===== src/rtl/rxf_pkg.sv =====
package rxf_pkg;
  typedef enum logic [1:0] {
    CFG_N6 = 2'd0,
    CFG_N5 = 2'd1,
    CFG_W3 = 2'd2
  } rxf_cfg_e;
endpackage


===== src/rtl/rxf_mode_ctl.sv =====
module rxf_mode_ctl
  import rxf_pkg::*;
#(
  parameter int DEPTH_N6 = 6,
  parameter int DEPTH_N5 = 5,
  parameter int DEPTH_W3 = 3,
  parameter int CW       = 3
) (
  input  logic          clk,
  input  logic          rst,
  input  logic          ubus_en,
  input  logic          master_en,
  input  logic          fcode_nz,
  input  logic          tfmt_nz,
  output logic          flush,
  output logic          wide_q,
  output logic [CW-1:0] depth_q
);
  rxf_cfg_e cfg_d, cfg_q;

  // universal-bus wins; then master/target each pick by their own field
  always_comb begin
    if (ubus_en)        cfg_d = CFG_N5;
    else if (master_en) cfg_d = fcode_nz ? CFG_N6 : CFG_W3;
    else                cfg_d = tfmt_nz  ? CFG_N6 : CFG_W3;
  end

  always_ff @(posedge clk) begin
    if (rst) cfg_q <= cfg_d;
    else     cfg_q <= cfg_d;
  end

  assign flush  = (cfg_d != cfg_q);
  assign wide_q = (cfg_q == CFG_W3);

  always_comb begin
    case (cfg_q)
      CFG_N5:  depth_q = CW'(DEPTH_N5);
      CFG_W3:  depth_q = CW'(DEPTH_W3);
      default: depth_q = CW'(DEPTH_N6);
    endcase
  end

  // a universal-bus cycle always settles on the five-deep shape
  a_r2_ubus_depth: assert property (@(posedge clk) disable iff (rst)
    ubus_en |=> (depth_q == CW'(DEPTH_N5) && !wide_q));
endmodule


===== src/rtl/rxf_ptrs.sv =====
module rxf_ptrs #(
  parameter int PW = 3,
  parameter int CW = 3
) (
  input  logic          clk,
  input  logic          rst,
  input  logic          flush,
  input  logic          wide,
  input  logic [CW-1:0] depth,
  input  logic          wr_req,
  input  logic          rd_req,
  output logic [PW-1:0] wr_ptr,
  output logic [PW-1:0] rd_ptr,
  output logic [CW-1:0] count,
  output logic          half,
  output logic          wr_go,
  output logic          rd_go
);
  logic          pop;
  logic [CW-1:0] last;

  assign last  = depth - CW'(1);
  assign wr_go = wr_req && !flush && (count < depth);
  assign rd_go = rd_req && !flush && (count != '0);
  assign pop   = rd_go && (!wide || half);

  function automatic logic [PW-1:0] step(input logic [PW-1:0] p,
                                         input logic [CW-1:0] lim);
    if (CW'(p) == lim) return '0;
    return p + PW'(1);
  endfunction

  always_ff @(posedge clk) begin
    if (rst || flush) begin
      wr_ptr <= '0;
      rd_ptr <= '0;
      count  <= '0;
      half   <= 1'b0;
    end else begin
      if (wr_go) wr_ptr <= step(wr_ptr, last);
      if (pop)   rd_ptr <= step(rd_ptr, last);
      case ({wr_go, pop})
        2'b10:   count <= count + CW'(1);
        2'b01:   count <= count - CW'(1);
        default: count <= count;
      endcase
      if (rd_go && wide) half <= ~half;
    end
  end

  // occupancy never exceeds the active depth
  a_r5_no_overflow: assert property (@(posedge clk) disable iff (rst)
    count <= depth);
  // a configuration change empties the FIFO and rewinds the toggle
  a_r8_flush_clears: assert property (@(posedge clk) disable iff (rst)
    flush |=> (count == '0 && !half));
  // a write into a full FIFO moves nothing
  a_r6_full_write: assert property (@(posedge clk) disable iff (rst)
    (wr_req && !rd_req && !flush && count == depth)
      |=> ($stable(wr_ptr) && $stable(count)));
  // a read from an empty FIFO moves nothing
  a_r6_empty_read: assert property (@(posedge clk) disable iff (rst)
    (rd_req && !wr_req && !flush && count == '0)
      |=> ($stable(rd_ptr) && count == '0));
  // the half toggle is idle outside the wide shape
  a_r4_half_narrow: assert property (@(posedge clk) disable iff (rst)
    !wide |-> !half);
endmodule


===== src/rtl/rxf_store.sv =====
module rxf_store #(
  parameter int HOST_W    = 32,
  parameter int CORE_W    = 24,
  parameter int DEPTH_MAX = 6,
  parameter int PW        = 3
) (
  input  logic              clk,
  input  logic              rst,
  input  logic              wr_go,
  input  logic [PW-1:0]     wr_ptr,
  input  logic [HOST_W-1:0] wr_data,
  input  logic              rd_go,
  input  logic [PW-1:0]     rd_ptr,
  input  logic              wide,
  input  logic              half,
  output logic [CORE_W-1:0] rd_data
);
  localparam int HALF_W = HOST_W / 2;

  logic [HOST_W-1:0] mem [DEPTH_MAX];
  logic [HOST_W-1:0] word;
  logic [CORE_W-1:0] lane;
  logic [HALF_W-1:0] hsel;

  always_ff @(posedge clk) begin
    if (wr_go) mem[wr_ptr] <= wr_data;
  end

  assign word = mem[rd_ptr];
  assign hsel = half ? word[HOST_W-1:HALF_W] : word[HALF_W-1:0];

  generate
    if (CORE_W > HALF_W) begin : g_zext
      always_comb lane = wide ? {{(CORE_W-HALF_W){1'b0}}, hsel} : word[CORE_W-1:0];
    end else begin : g_trunc
      always_comb lane = wide ? hsel[CORE_W-1:0] : word[CORE_W-1:0];
    end
  endgenerate

  always_ff @(posedge clk) begin
    if (rst)        rd_data <= '0;
    else if (rd_go) rd_data <= lane;
  end

  // wide reads leave the upper byte zero
  a_r4_zero_ext: assert property (@(posedge clk) disable iff (rst)
    (rd_go && wide) |=> (rd_data[CORE_W-1:HALF_W] == '0));
  // output register holds unless a read was accepted
  a_r9_hold: assert property (@(posedge clk) disable iff (rst)
    !rd_go |=> $stable(rd_data));
endmodule


===== src/rtl/rxf_host_core.sv =====
module rxf_host_core #(
  parameter int HOST_W   = 32,
  parameter int CORE_W   = 24,
  parameter int DEPTH_N6 = 6,
  parameter int DEPTH_N5 = 5,
  parameter int DEPTH_W3 = 3
) (
  input  logic              clk,
  input  logic              rst,
  input  logic              ubus_en,
  input  logic              master_en,
  input  logic              fcode_nz,
  input  logic              tfmt_nz,
  input  logic              wr_en,
  input  logic [HOST_W-1:0] wr_data,
  input  logic              rd_en,
  output logic [CORE_W-1:0] rd_data,
  output logic              not_empty,
  output logic              not_full
);
  localparam int DEPTH_MAX = (DEPTH_N6 > DEPTH_N5)
                           ? ((DEPTH_N6 > DEPTH_W3) ? DEPTH_N6 : DEPTH_W3)
                           : ((DEPTH_N5 > DEPTH_W3) ? DEPTH_N5 : DEPTH_W3);
  localparam int PW = (DEPTH_MAX > 1) ? $clog2(DEPTH_MAX) : 1;
  localparam int CW = $clog2(DEPTH_MAX + 1);

  logic          flush, wide;
  logic [CW-1:0] depth, count;
  logic [PW-1:0] wr_ptr, rd_ptr;
  logic          half, wr_go, rd_go;

  rxf_mode_ctl #(
    .DEPTH_N6(DEPTH_N6), .DEPTH_N5(DEPTH_N5), .DEPTH_W3(DEPTH_W3), .CW(CW)
  ) u_mode (
    .clk(clk), .rst(rst), .ubus_en(ubus_en), .master_en(master_en),
    .fcode_nz(fcode_nz), .tfmt_nz(tfmt_nz),
    .flush(flush), .wide_q(wide), .depth_q(depth)
  );

  rxf_ptrs #(.PW(PW), .CW(CW)) u_ptrs (
    .clk(clk), .rst(rst), .flush(flush), .wide(wide), .depth(depth),
    .wr_req(wr_en), .rd_req(rd_en),
    .wr_ptr(wr_ptr), .rd_ptr(rd_ptr), .count(count), .half(half),
    .wr_go(wr_go), .rd_go(rd_go)
  );

  rxf_store #(
    .HOST_W(HOST_W), .CORE_W(CORE_W), .DEPTH_MAX(DEPTH_MAX), .PW(PW)
  ) u_store (
    .clk(clk), .rst(rst), .wr_go(wr_go), .wr_ptr(wr_ptr), .wr_data(wr_data),
    .rd_go(rd_go), .rd_ptr(rd_ptr), .wide(wide), .half(half),
    .rd_data(rd_data)
  );

  assign not_empty = (count != '0);
  assign not_full  = (count < depth);

  // with room and data both, a paired read/write keeps occupancy
  a_r7_pair_keeps: assert property (@(posedge clk) disable iff (rst)
    (wr_en && rd_en && !flush && not_empty && not_full && !wide)
      |=> $stable(count));
  // a read on empty leaves the data output untouched
  a_r6_empty_hold: assert property (@(posedge clk) disable iff (rst)
    (rd_en && !not_empty) |=> $stable(rd_data));
endmodule


===== config.mk =====
export PLATFORM = sky130hd
export DESIGN_NAME = rxf_host_core
export DESIGN_NICKNAME = d
export VERILOG_FILES = /design/src/rtl/rxf_pkg.sv /design/src/rtl/rxf_mode_ctl.sv /design/src/rtl/rxf_ptrs.sv /design/src/rtl/rxf_store.sv /design/src/rtl/rxf_host_core.sv
export SDC_FILE = /design/constraint.sdc
export NUM_CORES = 1
export LEC_CHECK = 0
export BUFFER_PORTS_ARGS = -buffer_cell sky130_fd_sc_hd__buf_2
export CAP_MARGIN = 5
export CELL_PAD_IN_SITES_DETAIL_PLACEMENT = 0
export CELL_PAD_IN_SITES_GLOBAL_PLACEMENT = 1
export CORE_ASPECT_RATIO = 1.4
export CORE_MARGIN = 3
export CORE_UTILIZATION = 25
export DETAILED_ROUTE_END_ITERATION = 8
export GPL_TIMING_DRIVEN = 0
export MAX_ROUTING_LAYER = met4
export PLACE_DENSITY = 0.45
export SKIP_CTS_REPAIR_TIMING = 1
export SYNTH_ARGS = -nofsm -noshare
export SYNTH_HDL_FRONTEND = slang
export SYNTH_SLANG_ARGS = --single-unit

===== constraint.sdc =====
create_clock -name clk -period 5.25 [get_ports clk]
set_clock_uncertainty 0.15 [all_clocks]
set_input_delay 0.525 -clock clk [delete_from_list [all_inputs] [get_ports clk]]
set_output_delay 0.525 -clock clk [all_outputs]
set_load 0.03 [all_outputs]

=== Yosys cells after proc, flatten, opt, wreduce, memory -nomap -nowiden ===
Memories as Yosys holds them, arrays and structs flattened. A register that Yosys moved wholly into a read port is not among the register bits.
Index checks and enable logic that the tools add are counted.

* Bits in registers: 36
* Memory bits (writable): 192
* Input port bits: 40
* Output and inout bits: 26
* Logic and storage cells: 55
* Memories: 1

* Add/subtract/negate cells: 5
* $lt $le $gt $ge: 1
* Eq/ne operators: 7
* Mux-type cells: 22
* Bitwise logic cells: 1
* Reductions and logical operators: 12

{| class="wikitable"
|+ Memory list
! memory !! depth !! width !! rd ports !! clocked after Yosys merged registers in !! write ports !! RTL line !! text
|-
| u_store.mem || 6 || 32 || 1 || 1 || 1 || rxf_store.sv:20 || <nowiki>logic [HOST_W-1:0] mem [DEPTH_MAX];</nowiki>
|}

{| class="wikitable"
|+ Operator list
! kind !! count
|-
| 24-bit two-way mux || 1
|-
| 3-bit two-way mux || 6
|-
| 16-bit two-way mux || 1
|-
| 3-bit case mux with 2 select lines || 2
|-
| 3-bit by 1-bit adder with 3-bit output, second input constant || 3
|-
| 1-bit two-way mux || 8
|-
| 2-bit two-way mux || 4
|-
| 3-bit == test || 2
|-
| 1-bit logical AND || 6
|-
| 3-bit by 1-bit subtractor with 3-bit output, second input constant || 2
|-
| 2-bit by 1-bit == test with 1-bit output, second input constant || 2
|-
| 2-bit == test, second input constant || 2
|-
| 3-bit less-than comparator || 1
|-
| 3-bit nonzero test || 1
|-
| 1-bit zero test || 2
|-
| 1-bit logical OR || 2
|-
| 2-bit != test || 1
|-
| 2-bit nonzero test || 1
|-
| 1-bit NOT || 1
|}

=== Logic depth before layout (Yosys ltp) ===
* Depth after elaboration: 13
* Mapped depth: 13
* Mapped depth without buffers: 13

=== Cells and area by module ===
From an unflattened synthesis, not the netlist that was laid out.

* Cells, all modules: 529
* Area total of the unflattened synthesis: 9213.8 um^2

{| class="wikitable"
|+ By module, submodules not included
! module !! times used !! cells each !! area each (um^2) !! seq. area each (um^2)
|-
| rxf_store || 1 || 424 || 8259.2 || 6246.0
|-
| rxf_ptrs || 1 || 81 || 739.5 || 200.2
|-
| rxf_mode_ctl || 1 || 16 || 156.4 || 40.0
|-
| rxf_host_core || 1 || 8 || 58.8 || 0.0
|}

=== Worst setup path after synthesis ===
OpenSTA, ideal clock, no wires.

* Kind: register to register
* Start point: reg u_mode.cfg_q[0]
* End point: mem u_store.mem[2][0], enable pin
* Setup time: 0.513 ns
* Data arrival time: 4.880 ns
* Data required time: 4.587 ns
* Path slack: -0.293 ns
* Cell stages (with the launch flop): 8
* Path buffers: 0
* Clock period less this slack: 5.543 ns
* Cells stage by stage: dfxtp_1 -> inv_1 -> ha_1 -> ha_1 -> a21oi_1 -> and3_1 -> o21ai_1 -> nor4b_1

* Cells in the longest elaborated chain, start to end: 6
* Elaborated cells between the ends (all ways): 10
* Classes of those cells: 1 x order compare; 3 x eq/ne; 3 x mux; 3 x reduce/logical

{| class="wikitable"
|+ RTL lines
! what !! RTL line !! text
|-
| start: declaration || rxf_mode_ctl.sv:19 || <nowiki>rxf_cfg_e cfg_d, cfg_q;</nowiki>
|-
| start signal: assignment || rxf_mode_ctl.sv:29 || <nowiki>if (rst) cfg_q <= cfg_d;</nowiki>
|-
| start signal: assignment || rxf_mode_ctl.sv:30 || <nowiki>else cfg_q <= cfg_d;</nowiki>
|-
| 2-bit == test (tied with other cells) || rxf_mode_ctl.sv:37 || <nowiki>case (cfg_q)</nowiki>
|-
| 3-bit case mux with 2 select lines / 1-bit zero test (equally long branches) || rxf_mode_ctl.sv:37, rxf_ptrs.sv:23 ||
|-
| 3-bit less-than comparator / 1-bit logical AND (equally long branches) || rxf_ptrs.sv:23 || <nowiki>assign wr_go = wr_req && !flush && (count < depth);</nowiki>
|-
| 1-bit logical AND * || rxf_ptrs.sv:23 ||
|-
| 1-bit two-way mux * || rxf_store.sv:26 || <nowiki>if (wr_go) mem[wr_ptr] <= wr_data;</nowiki>
|-
| 1-bit two-way mux (implied by the code) * || rxf_store.sv:26 ||
|-
| end: declaration || rxf_store.sv:20 ||
|}

Every way passes the cells marked *; elsewhere a longest branch is shown, timed or not.

=== Final worst setup path ===
* Start point: reg u_mode.cfg_q[0]
* End point: mem u_store.mem[2][3], enable pin

The elaborated chain is that of the path after synthesis.

==> flow_metrics.tcl <==
set metrics [dict create \
    outcome "finished clean" \
    insertion_delay_ns 0.53 \
    leakagePower_nw 3.93 \
    drive_gt1_frac 0.304 \
    crit_arrival_ns 3.58 \
    rows 83 \
    cts_tree "yes" \
    initial_utilization 0.254 \
    firstDrtPassIters 5 \
    cts.path.max_buffers 3 \
    synth_edf_count 192 \
    viasPerCell 4.48 \
    crit_path_end_kind "register" \
    async_flop_share 0 \
    die_area_sq_mm 0.0399 \
    yosysSeqAreaShare 0.699 \
    synth_largest_area_cell "edfxtp_1" \
    grt_pass1_vias 5516 \
    layout.nets 722 \
    routedWlPerCell_um 20.9 \
    drv_cap 0 \
    grt_pass1_wl_um 36200 \
    dp_worst_setup_slack_ns 1.53 \
    netlist_instances 560 \
    synthesis.area_sq_mm 0.00937 \
    clk_pin_slew_worst_paths_ns 0.07 \
    synth_top_cell_area_share 0.616 \
    required_ns 5.32 \
    io_pins 66 \
    dpl_cell_area_sq_mm 0.0106 \
    track_usage 0.125 \
    p_per_area_mw_per_mm2 336 \
    synth_fp_nets 609 \
    coreArea_sq_mm 0.0369 \
    finalCritPeriodShare 0.667 \
    synth_warnings 0 \
    wirelength_um 24300 \
    place.gp.congestion 0.735 \
    numClockSinks 231 \
    drc 0 \
    synth-seq-cells 231 \
    finalSetupViolCount 0 \
    cp_max_fo 10 \
    ctsHtreeMaxLevel 1 \
    worst_setup_path_start_kind "register" \
    dp_hpwl_um 16600 \
    grt_start_max_net_pins 15 \
    tightest_slew_ns 0.914 \
    peakVddDrop_mv 0.185 \
    numCtsBuffers 24 \
    worstHoldPathType "in -> reg" \
    power_mw 3.83 \
    antenna_found_initial 1 \
    yosys.cell_count.top_type "edfxtp_1" \
    drtIter0Drc 320 \
    hold_depth 1 \
    netlist_top_cells_area "edfxtp_1 (62%), dfxtp_1 (8.3%), mux4_2 (5.8%)" \
    ff2ff_path_depth 9 \
    chipHeight_um 235 \
    dr_total_vias 5196 \
    ant_nets 0 \
    maxSlewViolCount 0 \
    setup.worst_path.class "reg -> reg" \
    rsz0062_at_grt "no" \
    synth_common_cells "edfxtp_1 (192), dfxtp_1 (39), mux2i_1 (34)" \
    areaGrowthSynthToFinish_pct 21.5 \
    design_area_sq_mm 0.0114 \
    syn_area_per_cell_sq_um 16.7 \
    io_buffers 64 \
    hold_violations 0 \
    clock-root-buffer "clkbuf_16" \
    overflow 0 \
    synth.distinct_cells 45 \
    min_period_ns 3.50 \
    setup_slack_ns 1.75 \
    die_x_um 170 \
    slew_headroom 0.391 \
    fmax_ghz 0.285 \
    synth_top_flop_cell "edfxtp_1" \
]
-- worst paths after layout --
| path | from | endpoint | slack, ns |
|---|---|---|---|
| max | u_mode.cfg_q[0] | u_store.mem[2][3] | 1.75 |
| min | ubus_en | u_mode.cfg_q[0] | 0.02 |
| max reg2reg | u_mode.cfg_q[0] | u_store.mem[2][3] | 1.75 |
| min reg2reg | u_store.rd_data[22] | u_store.rd_data[22] | 0.33 |
-- metal layers --
| layer | GRT usage | routed length (um) | up-vias |
|---|---|---|---|
| li1 | - | - | 2415 |
| met1 | 0.156 | 10600 | 2642 |
| met2 | 0.208 | 12300 | 101 |
| met3 | 0.0177 | 826 | 38 |
| met4 | 0.0417 | 582 | 0 |
| met5 | - | 0 | - |
-- sequential cells by signal (all words and copies together), names as in the netlist, named ones only --
name / cells
u_ptrs.count: 3
u_ptrs.wr_ptr: 3
u_store.mem: 192
u_mode.cfg_q: 2
u_ptrs.rd_ptr: 3
u_ptrs.half: 1
u_store.rd_data: 24
-- layout make-up --
class	instances	area, sq um
fill	3540	25500
sequential	231	6550
multi-input combinational	279	2610
clock buffer	28	657
timing repair buffer	87	587
tap	467	584
buffer	28	168
clock inverter	16	139
inverter	22	82.6
antenna	1	2.50
-- through the flow --
stage | hold WS (ns) | TNS, ns | utilization | cells
2_1_floorplan | 0.325 | 0 | - | 560
3_3_place_gp | 0.333 | -365.62 | 0.279 | 1091
3_5_place_dp | 0.329 | 0 | 0.287 | 1114
4_1_cts | -0.0152 | 0 | 0.309 | 1158
5_1_grt | 0.00106 | 0 | 0.309 | 1159
6_report | 0.0219 | 0 | 0.309 | 1159
-- worst max-delay path, cell delays in order, from the launching register on --
cell     delay [ns]
dfxtp_1        0.41
inv_1          0.09
ha_1           0.21
ha_1           0.29
a21oi_1        0.22
and3_1         0.26
o21ai_1        0.32
nor4b_4        0.82
buf_8          0.24
buf_8          0.17
-- power by group --
part | switching, mW | internal, mW | total, mW
combinational | 0.0769 | 0.0451 | 0.122
sequential | 0.00589 | 2.00 | 2.01
clock | 0.705 | 0.994 | 1.70
-- cell usage in the layout (no fill, tap or decap), types with 8 or more instances in the layout --
cell       netlist  final
a21oi_1         30     30
a221oi_1         8      8
a31oi_1         10     10
buf_2           11     75
buf_6            4     21
clkbuf_1         9     10
clkbuf_16        0     25
dfxtp_1         39     39
edfxtp_1       192    192
ha_1             8      8
inv_1           22     22
mux2_1          16     16
mux2_2          24     24
mux2_4           9      9
mux2i_1         34     34
mux4_2          24     24
nand2_1         23     23
nand2b_1         9      9
nor2_1           9      9
o22ai_1          8      8
o31ai_1         17     17
-- cell families after synthesis --
kind of cell,after synthesis,share of synthesized area
buf+inv,50,0.0267
fa+ha+maj,9,0.0128
compound gates,79,0.0540
mux,107,0.157
simple gates,74,0.0417
xor+xnor,10,0.00935
flops,231,0.699
(Power assumes the default switching activity.)
